**src/rtl/cpc_pkg.sv**
```systemverilog
package cpc_pkg;
  localparam int REG_W   = 16;
  localparam int NSUB    = 7;
  localparam int NRDY    = 4;
  localparam int REQ_LSB = 8;

  localparam int SUB_ADC  = 0;
  localparam int SUB_DAC  = 1;
  localparam int SUB_MIX  = 2;
  localparam int SUB_REF  = 3;
  localparam int SUB_LINK = 4;
  localparam int SUB_CLK  = 5;
  localparam int SUB_HP   = 6;

  typedef logic [NSUB-1:0] sub_vec_t;
  typedef logic [NRDY-1:0] rdy_vec_t;
endpackage

```
**src/rtl/cpc_rst_sync.sv**
```systemverilog
module cpc_rst_sync #(
  parameter int STAGES = 2
) (
  input  logic clk,
  input  logic rst_n,
  output logic rst_sync_n
);
  logic [STAGES-1:0] sync_q;
  logic [STAGES-1:0] sync_d;

  always_comb begin
    sync_d = {sync_q[STAGES-2:0], 1'b1};
  end

  always_ff @(posedge clk or negedge rst_n) begin
    if (!rst_n) sync_q <= '0;
    else        sync_q <= sync_d;
  end

  assign rst_sync_n = sync_q[STAGES-1];
endmodule

```
**src/rtl/cpc_regfile.sv**
```systemverilog
module cpc_regfile
  import cpc_pkg::*;
#(
  parameter int                ADDR_W  = 7,
  parameter logic [ADDR_W-1:0] REG_IDX = 7'h26
) (
  input  logic              clk,
  input  logic              rst_n,
  input  logic              we,
  input  logic [ADDR_W-1:0] addr,
  input  logic [REG_W-1:0]  wdata,
  input  rdy_vec_t          rdy,
  output sub_vec_t          req,
  output logic [REG_W-1:0]  rdata
);
  logic     hit;
  sub_vec_t req_q;
  sub_vec_t req_d;

  always_comb begin
    hit   = we && (addr == REG_IDX);
    req_d = hit ? wdata[REQ_LSB +: NSUB] : req_q;
  end

  always_ff @(posedge clk or negedge rst_n) begin
    if (!rst_n)   req_q <= '0;
    else if (hit) req_q <= req_d;
  end

  always_comb begin
    rdata                    = '0;
    rdata[REQ_LSB +: NSUB]   = req_q;
    rdata[NRDY-1:0]          = rdy;
  end

  assign req = req_q;


  wr_land_chk: assert property (@(posedge clk) disable iff (!rst_n)
    hit |=> rdata[REQ_LSB +: NSUB] == $past(wdata[REQ_LSB +: NSUB]));
endmodule

```
**src/rtl/cpc_settle.sv**
```systemverilog
module cpc_settle #(
  parameter int LIMIT = 8
) (
  input  logic clk,
  input  logic rst_n,
  input  logic go,
  output logic ready,
  output logic busy
);
  localparam int CW = $clog2(LIMIT + 1);

  logic [CW-1:0] cnt_q;
  logic [CW-1:0] cnt_d;
  logic          done;
  logic          upd;

  always_comb begin
    done = (cnt_q == CW'(LIMIT));
    if (!go)       cnt_d = '0;
    else if (!done) cnt_d = cnt_q + 1'b1;
    else           cnt_d = cnt_q;
    upd = (cnt_d != cnt_q);
  end

  always_ff @(posedge clk or negedge rst_n) begin
    if (!rst_n)   cnt_q <= '0;
    else if (upd) cnt_q <= cnt_d;
  end

  assign ready = go && done;
  assign busy  = go && !done;


  rdy_after_go_chk: assert property (@(posedge clk) disable iff (!rst_n)
    $rose(ready) |-> $past(go));


  no_overflow_chk: assert property (@(posedge clk) disable iff (!rst_n)
    cnt_q <= CW'(LIMIT));
endmodule

```
**src/rtl/cpc_interlock.sv**
```systemverilog
module cpc_interlock
  import cpc_pkg::*;
(
  input  sub_vec_t   req,
  input  logic       slave_mode,
  input  logic       mst_link_off,
  input  logic       mst_clk_off,
  input  logic       ref_rdy,
  input  logic       settling,
  output logic       ref_en,
  output logic [2:0] ana_en,
  output logic       hp_en,
  output logic       link_en,
  output logic       clk_en
);
  logic conv_off;
  logic link_off;
  logic clk_req;

  always_comb begin
    conv_off = req[SUB_ADC] & req[SUB_DAC];
    ref_en   = !(req[SUB_REF] & conv_off);
    ana_en   = ~req[SUB_MIX:SUB_ADC] & {3{ref_rdy}};
    hp_en    = !req[SUB_HP] & ref_rdy;
    link_off = slave_mode ? mst_link_off : req[SUB_LINK];
    clk_req  = req[SUB_CLK] | (slave_mode & mst_clk_off);
    link_en  = !link_off;
    clk_en   = !(clk_req & conv_off & link_off & !settling);
  end
endmodule

```
**src/rtl/codec_pwr_ctl.sv**
```systemverilog
module codec_pwr_ctl
  import cpc_pkg::*;
#(
  parameter int                ADDR_W     = 7,
  parameter logic [ADDR_W-1:0] REG_IDX    = 7'h26,
  parameter int                ADC_SETTLE = 5,
  parameter int                DAC_SETTLE = 7,
  parameter int                MIX_SETTLE = 4,
  parameter int                REF_SETTLE = 9
) (
  input  logic              clk,
  input  logic              rst_n,
  input  logic              bus_we,
  input  logic [ADDR_W-1:0] bus_addr,
  input  logic [15:0]       bus_wdata,
  output logic [15:0]       bus_rdata,
  input  logic              slave_mode,
  input  logic              mst_link_off,
  input  logic              mst_clk_off,
  output logic [6:0]        sub_en
);
  localparam int SETTLE_TAB [NRDY] = '{ADC_SETTLE, DAC_SETTLE, MIX_SETTLE, REF_SETTLE};

  logic       rst_i_n;
  sub_vec_t   req;
  rdy_vec_t   rdy_v;
  rdy_vec_t   busy_v;
  rdy_vec_t   go_v;
  logic       ref_en;
  logic [2:0] ana_en;
  logic       hp_en;
  logic       link_en;
  logic       clk_en;
  logic       settling;

  cpc_rst_sync #(.STAGES(2)) u_rst (
    .clk        (clk),
    .rst_n      (rst_n),
    .rst_sync_n (rst_i_n)
  );

  cpc_regfile #(.ADDR_W(ADDR_W), .REG_IDX(REG_IDX)) u_reg (
    .clk   (clk),
    .rst_n (rst_i_n),
    .we    (bus_we),
    .addr  (bus_addr),
    .wdata (bus_wdata),
    .rdy   (rdy_v),
    .req   (req),
    .rdata (bus_rdata)
  );

  assign go_v     = {ref_en, ana_en};
  assign settling = |busy_v;

  for (genvar g = 0; g < NRDY; g++) begin : g_settle
    cpc_settle #(.LIMIT(SETTLE_TAB[g])) u_cnt (
      .clk   (clk),
      .rst_n (rst_i_n),
      .go    (go_v[g]),
      .ready (rdy_v[g]),
      .busy  (busy_v[g])
    );
  end

  cpc_interlock u_lock (
    .req          (req),
    .slave_mode   (slave_mode),
    .mst_link_off (mst_link_off),
    .mst_clk_off  (mst_clk_off),
    .ref_rdy      (rdy_v[SUB_REF]),
    .settling     (settling),
    .ref_en       (ref_en),
    .ana_en       (ana_en),
    .hp_en        (hp_en),
    .link_en      (link_en),
    .clk_en       (clk_en)
  );

  assign sub_en = {hp_en, clk_en, link_en, ref_en, ana_en};


  ref_first_chk: assert property (@(posedge clk) disable iff (!rst_n)
    (sub_en[SUB_ADC] || sub_en[SUB_DAC] || sub_en[SUB_MIX] || sub_en[SUB_HP]) |-> bus_rdata[SUB_REF]);


  ref_hold_chk: assert property (@(posedge clk) disable iff (!rst_n)
    !sub_en[SUB_REF] |-> (!sub_en[SUB_ADC] && !sub_en[SUB_DAC]));


  clk_deps_chk: assert property (@(posedge clk) disable iff (!rst_n)
    !sub_en[SUB_CLK] |-> (!sub_en[SUB_ADC] && !sub_en[SUB_DAC] && !sub_en[SUB_LINK]));


  clk_wait_chk: assert property (@(posedge clk) disable iff (!rst_n)
    !sub_en[SUB_CLK] |-> ((sub_en[SUB_REF:SUB_ADC] & ~bus_rdata[NRDY-1:0]) == '0));


  slv_link_chk: assert property (@(posedge clk) disable iff (!rst_n)
    slave_mode |-> (sub_en[SUB_LINK] == !mst_link_off));
endmodule

```
**config.mk**
```make
export PLATFORM = sky130hd
export DESIGN_NAME = codec_pwr_ctl
export DESIGN_NICKNAME = d
export VERILOG_FILES = /design/src/rtl/cpc_pkg.sv /design/src/rtl/cpc_rst_sync.sv /design/src/rtl/cpc_regfile.sv /design/src/rtl/cpc_settle.sv /design/src/rtl/cpc_interlock.sv /design/src/rtl/codec_pwr_ctl.sv
export SDC_FILE = /design/constraint.sdc
export NUM_CORES = 1
export LEC_CHECK = 0
export BUFFER_PORTS_ARGS = -buffer_cell sky130_fd_sc_hd__buf_2
export CELL_PAD_IN_SITES_DETAIL_PLACEMENT = 1
export CELL_PAD_IN_SITES_GLOBAL_PLACEMENT = 1
export CORE_UTILIZATION = 35
export CTS_CLUSTER_SIZE = 40
export DETAILED_ROUTE_END_ITERATION = 10
export GPL_TIMING_DRIVEN = 0
export HOLD_SLACK_MARGIN = 0.12
export PLACE_DENSITY = 0.89
export SYNTH_ARGS = -nofsm -noshare
export SYNTH_HDL_FRONTEND = slang
export SYNTH_SLANG_ARGS = --single-unit
```
**constraint.sdc**
```tcl
create_clock -name clk -period 2.4 [get_ports clk]
set_input_delay 0.36 -clock clk [delete_from_list [all_inputs] [get_ports clk]]
set_output_delay 0.36 -clock clk [all_outputs]
set_load 0.02 [all_outputs]
```
Yosys cells after proc, flatten, opt, wreduce, memory -nomap -nowiden
Cells that the tools add are included.
- bits in registers: 22
- input bits: 29
- add/sub/neg operators: 4
- equality and inequality tests: 9
- mux-type cells: 9
- bitwise logic cells: 10
- reduce and logical (&&, ||, !) cells: 19
- operators with widths (kind ; number):
    3-bit two-way mux ; 6
    3-bit by 1-bit adder with 3-bit output (second input constant) ; 3
    3-bit == test (second input constant) ; 3
    1-bit logical AND ; 9
    1-bit zero test ; 9
    3-bit != test ; 3
    4-bit two-way mux ; 2
    1-bit bitwise AND ; 7
    7-bit by 6-bit == test with 1-bit output (second input constant) ; 1
    4-bit by 1-bit adder with 4-bit output (second input constant) ; 1
    4-bit == test (second input constant) ; 1
    4-bit != test ; 1
    4-bit OR reduction ; 1
    3-bit bitwise AND ; 1
    3-bit inverter ; 1
    1-bit two-way mux ; 1
    1-bit bitwise OR ; 1

Logic depth before layout (Yosys ltp)
Gate-level depths: netlist of run 1.
- depth after elaboration: 10
- gate-level depth with buffers: 7
- mapped depth without buffers: 5

Modules after synthesis
Synthesis of run 1 repeated with hierarchy kept, for this count alone.
- cells, all modules: 123
- area total of the unflattened synthesis: 1343.8 sq um
- modules (own cells, without submodules) (module ; instances ; cells each ; area an instance (sq um) ; sequential area each (sq um)):
    cpc_regfile ; 1 ; 34 ; 440.4 ; 175.2
    cpc_settle (g_settle[3].u_cnt) ; 1 ; 22 ; 236.5 ; 100.1
    cpc_settle (g_settle[2].u_cnt) ; 1 ; 19 ; 187.7 ; 75.1
    cpc_settle (g_settle[0].u_cnt) ; 1 ; 17 ; 171.4 ; 75.1
    cpc_settle (g_settle[1].u_cnt) ; 1 ; 14 ; 160.2 ; 75.1
    cpc_interlock ; 1 ; 9 ; 56.3 ; 0.0
    cpc_rst_sync ; 1 ; 3 ; 53.8 ; 50.0
    codec_pwr_ctl ; 1 ; 5 ; 37.5 ; 0.0

Worst setup path after synthesis of run 1
No wires, ideal clock.
- kind: register to output
- start point: register g_settle[3].u_cnt.cnt_q[1]
- end point: output sub_en[5]
- arrival: 1.554 ns
- required time: 2.040 ns
- setup slack: 0.486 ns
- cell stages (with the launch flop): 8
- buffers on the path: 2
- cells stage by stage: dfrtp_1 -> inv_1 -> ha_1 -> nand3b_4 -> or3_1 -> buf_6 -> o221ai_2 -> buf_4
- cells in the longest elaborated chain, start to end: 8
- RTL lines (what ; RTL line ; source):
    from (decl) ; cpc_settle.sv:12 ; logic [CW-1:0] cnt_q;
    from (signal assigned) ; cpc_settle.sv:27 ; else if (upd) cnt_q <= cnt_d;
    4-bit == test (*) ; cpc_settle.sv:18 ; done = (cnt_q == CW'(LIMIT));
    1-bit logical AND ; cpc_settle.sv:30 ; assign ready = go && done;
    3-bit bitwise AND ; cpc_interlock.sv:23 ; ana_en = ~req[SUB_MIX:SUB_ADC] & {3{ref_rdy}};
    1-bit logical AND ; cpc_settle.sv:31 ; assign busy = go && !done;
    4-bit OR reduction (*) ; codec_pwr_ctl.sv:54 ; assign settling = |busy_v;
    1-bit zero test (*) ; cpc_interlock.sv:28 ; clk_en = !(clk_req & conv_off & link_off & !settling);
    1-bit bitwise AND (*) ; cpc_interlock.sv:28 ;
    1-bit zero test (*) ; cpc_interlock.sv:28 ;
    to (decl) ; codec_pwr_ctl.sv:20 ; output logic [6:0] sub_en
Every way passes the cells marked *; elsewhere a longest branch is shown, timed or not.

Final worst setup path of run 1
- start point: register g_settle[3].u_cnt.cnt_q[1]
- end point: output bus_rdata[2]
- cells in the longest elaborated chain, start to end: 4
- RTL lines (what ; RTL line ; source):
    4-bit == test ; cpc_settle.sv:18 ;
    1-bit logical AND ; cpc_settle.sv:30 ;
    3-bit bitwise AND ; cpc_interlock.sv:23 ;
    1-bit logical AND ; cpc_settle.sv:30 ;
    to (decl) ; codec_pwr_ctl.sv:16 ; output logic [15:0] bus_rdata,
No other way between the ends.

==> results of run 1 <==
power by group through the flow:
| stage | registers (W) | logic, W | clock network (W) |
|---|---|---|---|
| final | 0.000508 | 0.000496 | 0.000290 |
| after global routing | 0.000518 | 0.000547 | 0.000302 |
| after CTS | 0.000503 | 0.000463 | 0.000297 |
| after detailed placement | 0.000524 | 0.000405 | 0 |
| after global placement | 0.000510 | 0.000378 | 0 |
| after floorplan | 0.000513 | 0.000296 | 0 |
area by class of cell:
type,count,area [µm²]
buffer,17,135
clock inverter,1,30.0
timing repair buffer,45,250
tap,46,57.6
sequential,22,552
inverter,8,30.0
clock buffer,3,22.5
fill,405,1720
multi-input combinational,73,543
cell families (layout without fill, tap and decap cells):
group	count (synthesis)	after routing	synth area share (%)
buffers and inverters	26	74	14.1
AO/OA/AOI/OAI	6	6	3.87
XOR/XNOR	6	6	4.28
other	2	6	0.611
flip-flops	22	22	44.8
AND/OR/NAND/NOR	39	39	17.2
adder cells (fa/ha/maj)	7	7	7.13
multiplexers	9	9	8.05
per-layer routing:
| metal | vias up | global-route usage [%] | share of wire [%] |
|---|---|---|---|
| met2 | 38 | 31.1 | 56 |
| met5 | - | 0 | 0 |
| met4 | 0 | 7.79 | 1.9 |
| met1 | 442 | 18.7 | 38 |
| met3 | 5 | 1.26 | 4.0 |
| li1 | 462 | - | - |
worst max-delay path by stage:
stage                                      startpoint            to  cells after the start
5_1_grt                      u_reg.req[0]$_DFFE_PN0P_     sub_en[5]                      6
6_report       g_settle[3].u_cnt.cnt_q[1]$_DFFE_PN0P_  bus_rdata[2]                      8
3_5_place_dp   g_settle[3].u_cnt.cnt_q[1]$_DFFE_PN0P_     sub_en[5]                      8
2_1_floorplan  g_settle[3].u_cnt.cnt_q[1]$_DFFE_PN0P_     sub_en[5]                      7
4_1_cts                      u_reg.req[1]$_DFFE_PN0P_     sub_en[5]                      7
3_3_place_gp   g_settle[3].u_cnt.cnt_q[1]$_DFFE_PN0P_     sub_en[5]                      8
registers in the layout (all words and copies together) (netlist names):
register              cells
g_settle.u_cnt.cnt_q     13
u_reg.req                 7
u_rst.sync_q              2
Yosys cell counts (all sizes together), types with 2 or more instances:
library cell / number
a211oi: 2
a21oi: 2
buf: 18
conb: 2
dfrtp: 22
ha: 7
inv: 8
mux2: 7
mux2i: 2
nand2: 8
nand3: 2
nor2: 14
nor3: 8
nor4bb: 2
xnor2: 5
metrics by stage:
step | cells | setup slack (ps) | power, W
after floorplan | 121 | 486 | 0.000809
after detailed placement | 204 | 241 | 0.000929
after global routing | 215 | 62.6 | 0.00137
after CTS | 212 | 1.34 | 0.00126
after global placement | 204 | 289 | 0.000888
final | 215 | 128 | 0.00129
worst reg2reg max path: cells and delay by family, from the launching register on:
kind	cells	cell delay (ps)
and+or+nand+nor	3	620
adders and majority gates	1	150
buffers and inverters	2	230
DFF	1	400
cells in the final DEF, fill, tap and decap left out, drive strengths merged, types with 3 or more instances in the layout:
cell and n:
buf 61, clkbuf 3, conb 6, dfrtp 22, ha 7, inv 8
mux2 7, nand2 8, nor2 14, nor3 8, xnor2 5
what timing repair did:
item                                   in CTS  in global routing
endpoints found under the hold margin       2                  0
setup endpoints to repair                   3                  1
resized for setup                           1                  5
pin swaps                                   0                  0
setup buffers                               3                  4
hold buffers                                1                  0
==> flow_metrics.env, run 1 <==
export IMPL_outcome="finished, final reports clean"
export IMPL_hold_slack_ps=264
export IMPL_critPathArrivalTime_ps=1910
export IMPL_grt_pass1_vias=972
export IMPL_ys_warn_count=0
export IMPL_worst_path_max_delay_cell="dfrtp_1"
export IMPL_die_area_um2=3750
export IMPL_antenna_left=0
export IMPL_hpwl_um=2110
export IMPL_slew_headroom_pct=46.1
export IMPL_firstDrtPassIters=4
export IMPL_cts_root_buffer="clkbuf_4"
export IMPL_holdCritPathClass="primary input to flop"
export IMPL_post_route_period_util_pct=94.7
export IMPL_start_kind="flop"
export IMPL_combinationalPowerShare_pct=38.3
export IMPL_cts_buffer_depth=2
export IMPL_ys_top_cells_by_area="dfrtp_1 45%, buf_4 9.8%, ha_1 7.1%"
export IMPL_grt_util_all_layers_pct=16.5
export IMPL_setup_violations=0
export IMPL_nNetsFinal=206
export IMPL_grt_overflow=0
export IMPL_hold_viol_final=0
export IMPL_grt_pass1_wl_um=4380
export IMPL_worstMarginPinSlew_ps=809
export IMPL_crit_family="simple AND/OR/NAND/NOR gates"
export IMPL_h_tree_depth=1
export IMPL_fp_coreArea_um2=3340
export IMPL_syn_to_final_growth_pct=31.9
export IMPL_rsz0062_at_grt="no"
export IMPL_p_leak_nw=0.884
export IMPL_layout_drive_gt1_share_pct=46.7
export IMPL_synth_top_area_cell="dfrtp_1"
export IMPL_gp_congestion=0.620
export IMPL_die_width_um=61.3
export IMPL_via_per_inst=4.40
export IMPL_vias=947
export IMPL_drv_slew=0
export IMPL_rows=21
export IMPL_synth_area_um2=1230
export IMPL_route_detailed_drc=0
export IMPL_crit_buf_inv=4
export IMPL_numCtsBuffers=3
export IMPL_path_class="flop to primary output"
export IMPL_pin_count=52
export IMPL_synth_edf_count=0
export IMPL_die_h_um=61.3
export IMPL_cts_tree="built"
export IMPL_pwr_share_clk_pct=22.4
export IMPL_grt_max_degree=21
export IMPL_cp_cell_sequence="inv_1, ha_4, nand3b_4, or3_4, buf_6, nor2_1, buf_4, buf_2"
export IMPL_min_delay_path_depth=2
export IMPL_initial_core_util_pct=36.8
export IMPL_io_buffers=37
export IMPL_peakVddDrop_v=0.000457
export IMPL_p_per_area_nw_per_um2=799
export IMPL_clk_latency_ps=320
export IMPL_synth_cells=117
export IMPL_routed_wl_um=2840
export IMPL_yosys_most_used_dff="dfrtp_1"
export IMPL_clock_fmax_ghz=0.440
export IMPL_cap_violations=0
export IMPL_hold_path_startpoint="bus_wdata[11]"
export IMPL_async_reset_ff_share_pct=100
export IMPL_end_kind="primary output"
export IMPL_ys_types=25
export IMPL_critPathRequiredTime_ps=2040
export IMPL_ys_seq_elements=22
export IMPL_placed_area_um2=1490
export IMPL_swShare_pct=33.8
export IMPL_design_area_um2=1620
export IMPL_cts_clk_slew_worst_paths_ps=130
export IMPL_syn_avg_cell_area_um2=10.5
export IMPL_fin_skew_ps=6.48
export IMPL_p_int_w=0.000857
export IMPL_num_antenna_cells=0
export IMPL_switching_power_w=0.000437
export IMPL_r2r_slack_ps=940
export IMPL_cp_max_fo=6
export IMPL_r2r_end="g_settle[2].u_cnt.cnt_q[2]$_DFFE_PN0P_"
export IMPL_finalCriticalPeriod_ps=2270
export IMPL_min_to="u_reg.req[3]$_DFFE_PN0P_"
export IMPL_yosysSeqAreaShare_pct=44.8
export IMPL_reg2reg_from="g_settle[3].u_cnt.cnt_q[1]$_DFFE_PN0P_"
export IMPL_power_frac_seq_pct=39.3
export IMPL_fin_tns_setup_ps=0
export IMPL_final_core_util_pct=48.6
export IMPL_antenna_found_initial=0
export IMPL_cts_sinks=22
export IMPL_rr_worst_depth=6
export IMPL_drt_iter0_drc=11
export IMPL_wl_per_cell_um=13.2
export IMPL_max_stage_delay_ps=400
export IMPL_yosys_area_top_type_share_pct=44.8
Power figures use the tool's default switching activity.
==> run 2, diff against run 1 <==
--- a/config.mk
+++ b/config.mk
@@ -5,15 +5,16 @@
 export SDC_FILE = /design/constraint.sdc
 export NUM_CORES = 1
 export LEC_CHECK = 0
-export BUFFER_PORTS_ARGS = -buffer_cell sky130_fd_sc_hd__buf_2
 export CELL_PAD_IN_SITES_DETAIL_PLACEMENT = 1
 export CELL_PAD_IN_SITES_GLOBAL_PLACEMENT = 1
-export CORE_UTILIZATION = 35
+export CORE_UTILIZATION = 40
 export CTS_CLUSTER_SIZE = 40
 export DETAILED_ROUTE_END_ITERATION = 10
+export DONT_BUFFER_PORTS = 1
 export GPL_TIMING_DRIVEN = 0
 export HOLD_SLACK_MARGIN = 0.12
-export PLACE_DENSITY = 0.89
+export PLACE_DENSITY = 0.79
+export SLEW_MARGIN = 20
 export SYNTH_ARGS = -nofsm -noshare
 export SYNTH_HDL_FRONTEND = slang
 export SYNTH_SLANG_ARGS = --single-unit
==> constraint.sdc (replaced) <==
create_clock -name clk -period 2.4 [get_ports clk]
set_input_delay 0.24 -clock clk [delete_from_list [all_inputs] [get_ports clk]]
set_output_delay 0.24 -clock clk [all_outputs]
set_load 0.02 [all_outputs]
==> flow_metrics.env, run 2 (synthesis results as in run 1) <==
export IMPL_outcome="complete, but fails checks"
export IMPL_failed_checks="DRC"
export IMPL_pin_count=52
export IMPL_die_area_um2=3300
export IMPL_start_kind="flop"
export IMPL_numCtsBuffers=3
export IMPL_num_antenna_cells=0
export IMPL_p_leak_nw=0.716
export IMPL_hold_slack_ps=146
export IMPL_initial_core_util_pct=43.4
export IMPL_instances_no_fill=165
export IMPL_regArea_um2=551
export IMPL_fin_skew_ps=4.13
export IMPL_post_route_period_util_pct=93.2
export IMPL_path_class="flop to primary output"
export IMPL_final_fill_count=327
export IMPL_fp_coreArea_um2=2830
export IMPL_gp_congestion=0.773
export IMPL_cts_sinks=22
export IMPL_critPathRequiredTime_ps=2160
export IMPL_hold_viol_final=0
export IMPL_peakVddDrop_v=0.000431
export IMPL_top_register="g_settle.u_cnt.cnt_q"
export IMPL_p_per_area_nw_per_um2=781
export IMPL_layout_commonest_cell="dfrtp_1"
export IMPL_nNetsFinal=171
export IMPL_routed_wl_um=2390
export IMPL_cts_root_buffer="clkbuf_4"
export IMPL_drt_iter0_drc=17
export IMPL_syn_to_final_growth_pct=14.7
export IMPL_cts_tree="built"
export IMPL_grt_pass1_wl_um=4020
export IMPL_cp_max_fo=8
export IMPL_grt_pass1_vias=912
export IMPL_cts_buffer_depth=2
export IMPL_clock_fmax_ghz=0.447
export IMPL_antenna_found_initial=0
export IMPL_dpl_cell_count=152
export IMPL_design_area_um2=1410
export IMPL_multi_input_area_um2=523
export IMPL_grt_overflow=0
export IMPL_holdCritPathClass="primary input to asynchronous set/reset pin"
export IMPL_cts_clk_slew_worst_paths_ps=110
export IMPL_clk_latency_ps=300
export IMPL_die_width_um=57.4
export IMPL_critPathArrivalTime_ps=2000
export IMPL_rsz0062_at_grt="no"
export IMPL_layout_common_cells="22 x dfrtp_1, 17 x buf_4, 14 x nor2_1"
export IMPL_largest_register_ffs=13
export IMPL_end_kind="primary output"
export IMPL_slew_headroom_pct=45.9
export IMPL_fin_tns_setup_ps=0
export IMPL_hpwl_um=1770
export IMPL_rows=19
export IMPL_wl_per_cell_um=14.5
export IMPL_die_h_um=57.4
export IMPL_h_tree_depth=1
export IMPL_drv_slew=0
export IMPL_via_per_inst=5.08
export IMPL_vias=839
export IMPL_setup_violations=0
export IMPL_route_detailed_drc=2
export IMPL_cap_violations=0
export IMPL_grt_util_all_layers_pct=15.9
export IMPL_placed_area_um2=1280
export IMPL_firstDrtPassIters=8
export IMPL_grt_max_degree=21
export IMPL_worstMarginPinSlew_ps=811
export IMPL_antenna_left=0
export IMPL_finalCriticalPeriod_ps=2240
export IMPL_io_buffers=0
export IMPL_layout_drive_gt1_share_pct=25.4
## run 2: changes by cell type in the layout (fill, tap and decap cells not counted), sizes merged
cell         delta
buf            -42
bufinv          -1
dlygate4sd3     +7
clkbuf          +1
## run 2: metal layers
layer	wire, µm	vias up	global-route usage, %	share of wire, %
met3	182	2	5.44	7.6
met5	0	-	0	0
met4	8	0	2.09	0.33
met1	1020	402	18.2	43
met2	1180	36	29.1	49
li1	-	399	-	-
## run 2: path summary, 6_finish.rpt
kind                       slack [ps]                                     end  cells after the start                      start
setup / recovery                  160                               sub_en[5]                      6   u_reg.req[1]$_DFFE_PN0P_
hold / removal                    150               u_rst.sync_q[1]$_DFF_PN0_                      1                      rst_n
setup reg to reg                  790  g_settle[2].u_cnt.cnt_q[2]$_DFFE_PN0P_                      5   u_reg.req[1]$_DFFE_PN0P_
hold reg to reg                   340  g_settle[2].u_cnt.cnt_q[0]$_DFFE_PN0P_                      0  u_rst.sync_q[1]$_DFF_PN0_
max in group asynchronous        1560  g_settle[0].u_cnt.cnt_q[1]$_DFFE_PN0P_                      0  u_rst.sync_q[1]$_DFF_PN0_
min in group clk                  370               u_rst.sync_q[1]$_DFF_PN0_                      0  u_rst.sync_q[0]$_DFF_PN0_
## run 2: worst max-delay path: stages (launching register included)
cell      delay (ps)
dfrtp_1          550
and3_1           240
buf_6            130
or3_1            320
buf_6            150
o221ai_2         140
buf_4            170
## run 2: power by group
part / switching (W) / internal, W
Sequential: 0.0000887 / 0.000435
Clock: 0.000109 / 0.0000925
Combinational: 0.000191 / 0.000185
## run 2: repair_timing
action                                  in CTS  in global routing
resized for setup                            0                  1
hold buffers                                 8                  0
endpoints found under the setup margin       0                  1
hold endpoints to repair                     9                  0
buffers inserted                             0                  1
## run 2: stage by stage
step	setup WS [ps]	total power, W	util (%)
6_report	162	0.00110	49.8
5_1_grt	43.9	0.00117	49.8
4_1_cts	82.0	0.00110	49.4
3_5_place_dp	464	0.000878	45.3
3_3_place_gp	491	0.000851	45.3
2_1_floorplan	606	0.000809	-
## run 2: layout make-up
class	count	area share, %
Timing Repair Buffer	9	6.22
Inverter	8	2.13
Tap cell	31	2.75
Multi-Input combinational cell	73	37.1
Clock buffer	4	2.58
Sequential cell	22	39.1
Buffer	18	10.1
==> run 3, diff against run 2 <==
--- a/config.mk
+++ b/config.mk
@@ -7,13 +7,13 @@
 export LEC_CHECK = 0
 export CELL_PAD_IN_SITES_DETAIL_PLACEMENT = 1
 export CELL_PAD_IN_SITES_GLOBAL_PLACEMENT = 1
-export CORE_UTILIZATION = 40
+export CORE_UTILIZATION = 25
 export CTS_CLUSTER_SIZE = 40
 export DETAILED_ROUTE_END_ITERATION = 10
 export DONT_BUFFER_PORTS = 1
 export GPL_TIMING_DRIVEN = 0
 export HOLD_SLACK_MARGIN = 0.12
-export PLACE_DENSITY = 0.79
+export PLACE_DENSITY = 0.57
 export SLEW_MARGIN = 20
 export SYNTH_ARGS = -nofsm -noshare
 export SYNTH_HDL_FRONTEND = slang
==> constraint.sdc (replaced) <==
create_clock -name clk -period 2.4 [get_ports clk]
set_input_delay 0.12 -clock clk [delete_from_list [all_inputs] [get_ports clk]]
set_output_delay 0.12 -clock clk [all_outputs]
set_load 0.02 [all_outputs]
==> flow_metrics.env, run 3 (synthesis results as in run 1) <==
export IMPL_h_tree_depth=1
export IMPL_grt_overflow=0
export IMPL_setup_ws_ps=282
export IMPL_peakVddDrop_v=0.000378
export IMPL_hold_viol_final=0
export IMPL_holdCritPathClass="flop to asynchronous set/reset pin"
export IMPL_fp_coreArea_um2=4720
export IMPL_post_route_period_util_pct=88.3
export IMPL_switching_power_w=0.000396
export IMPL_initial_core_util_pct=26.0
export IMPL_cap_violations=0
export IMPL_numCtsBuffers=3
export IMPL_grt_util_all_layers_pct=10.7
export IMPL_layout_commonest_cell="dfrtp_1"
export IMPL_via_per_inst=4.18
export IMPL_rr_worst_depth=6
export IMPL_p_per_area_nw_per_um2=782
export IMPL_nNetsFinal=171
export IMPL_cts_setup_buffers=0
export IMPL_cts_root_buffer="clkbuf_8"
export IMPL_vias=841
export IMPL_rows=25
export IMPL_hold_buffers=9
export IMPL_cts_buffer_depth=2
export IMPL_largest_register_ffs=13
export IMPL_critPathArrivalTime_ps=2000
export IMPL_crit_start="g_settle[3].u_cnt.cnt_q[1]$_DFFE_PN0P_"
export IMPL_swShare_pct=34.4
export IMPL_pwr_share_clk_pct=23.4
export IMPL_cts_clk_slew_worst_paths_ps=80
export IMPL_clk_latency_ps=260
export IMPL_r2r_end="g_settle[2].u_cnt.cnt_q[2]$_DFFE_PN0P_"
export IMPL_pin_count=52
export IMPL_cts_sinks=22
export IMPL_ctsResizeCount=0
export IMPL_combinationalPowerShare_pct=30.6
export IMPL_grt_pass1_wl_um=4350
export IMPL_critPathRequiredTime_ps=2280
export IMPL_instances_no_fill=201
export IMPL_antenna_left=0
export IMPL_hpwl_um=2000
export IMPL_top_register="g_settle.u_cnt.cnt_q"
export IMPL_dp_slack_ps=580
export IMPL_finalPower_w=0.00115
export IMPL_fin_tns_setup_ps=0
export IMPL_slew_headroom_pct=44.0
export IMPL_firstDrtPassIters=2
export IMPL_cts_tree="built"
export IMPL_p_leak_nw=0.725
export IMPL_finalCriticalPeriod_ps=2120
export IMPL_syn_to_final_growth_pct=19.9
export IMPL_cp_max_fo=10
export IMPL_reg2reg_from="g_settle[3].u_cnt.cnt_q[1]$_DFFE_PN0P_"
export IMPL_setup_violations=0
export IMPL_fin_skew_ps=3.40
export IMPL_start_kind="flop"
export IMPL_final_core_util_pct=31.2
export IMPL_grt_pass1_vias=972
export IMPL_num_antenna_cells=0
export IMPL_wl_per_cell_um=12.6
export IMPL_power_frac_seq_pct=46.0
export IMPL_die_width_um=72.1
export IMPL_gp_congestion=0.704
export IMPL_die_area_um2=5200
export IMPL_r2r_slack_ps=770
export IMPL_end_kind="primary output"
export IMPL_p_int_w=0.000756
export IMPL_path_class="flop to primary output"
export IMPL_dpl_cell_count=188
export IMPL_drt_iter0_drc=4
export IMPL_antenna_found_initial=0
export IMPL_die_h_um=72.1
export IMPL_route_detailed_drc=0
export IMPL_routed_wl_um=2540
export IMPL_layout_drive_gt1_share_pct=23.9
export IMPL_clock_fmax_ghz=0.472
export IMPL_io_buffers=0
export IMPL_grt_max_degree=21
export IMPL_layout_common_cells="22 x dfrtp_1, 16 x buf_4, 14 x nor2_1"
export IMPL_drv_slew=0
export IMPL_outcome="finished, final reports clean"
export IMPL_final_fill_count=549
export IMPL_worstMarginPinSlew_ps=839
export IMPL_rsz0062_at_grt="no"
[run 3: cell count changes in the layout (fill, tap and decap cells not counted)]
cell | previous run | this run
ha_1 | 6 | 7
dlygate4sd3_1 | 8 | 9
buf_4 | 17 | 16
ha_2 | 1 | 0
clkbuf_4 | 3 | 0
clkbuf_8 | 1 | 4
[run 3: layout make-up]
| class | count | area (µm²) | share of cell area, % |
|---|---|---|---|
| inverters | 8 | 30.0 | 2.04 |
| well taps | 67 | 83.8 | 5.69 |
| clock buffers | 4 | 55.1 | 3.74 |
| multi-input cells | 73 | 520 | 35.3 |
| plain buffers | 18 | 143 | 9.69 |
| flip-flops and latches | 22 | 551 | 37.4 |
| repair buffers | 9 | 90.1 | 6.12 |
[run 3: worst max path at each step]
| stage | endpoint | depth (start not counted) | slack [ps] |
|---|---|---|---|
| finish | sub_en[5] | 7 | 280 |
| global route | sub_en[5] | 7 | 170 |
| CTS | sub_en[5] | 7 | 260 |
| detailed placement | sub_en[5] | 6 | 580 |
| global placement | sub_en[5] | 6 | 610 |
| floorplan | sub_en[5] | 7 | 730 |
[run 3: layer usage]
| metal | track usage [%] | wire length, µm | up-vias |
|---|---|---|---|
| li1 | - | - | 395 |
| met1 | 11.0 | 986 | 411 |
| met2 | 20.8 | 1390 | 31 |
| met3 | 1.25 | 123 | 4 |
| met4 | 5.66 | 39 | 0 |
| met5 | 0 | 0 | - |
[run 3: critical path: stages, from the launching register on]
cell and delay, ps:
dfrtp_1 420, inv_1 70, ha_1 220, nand3b_4 160, or3_1 390, buf_6 150, o221ai_2 150, buf_4 170
[run 3: stage by stage]
stage	area (µm²)	hold WS, ps
after CTS	1470	356
after floorplan	1240	-176
after global placement	1330	-176
final	1470	352
after detailed placement	1330	-176
after global routing	1470	363
[run 3: power by group through the flow]
stage	Combinational [W]	Sequential, W	Clock [W]
floorplan	0.000296	0.000513	0
global placement	0.000325	0.000529	0
detailed placement	0.000344	0.000538	0
CTS	0.000359	0.000532	0.000280
global route	0.000394	0.000544	0.000285
finish	0.000352	0.000530	0.000269
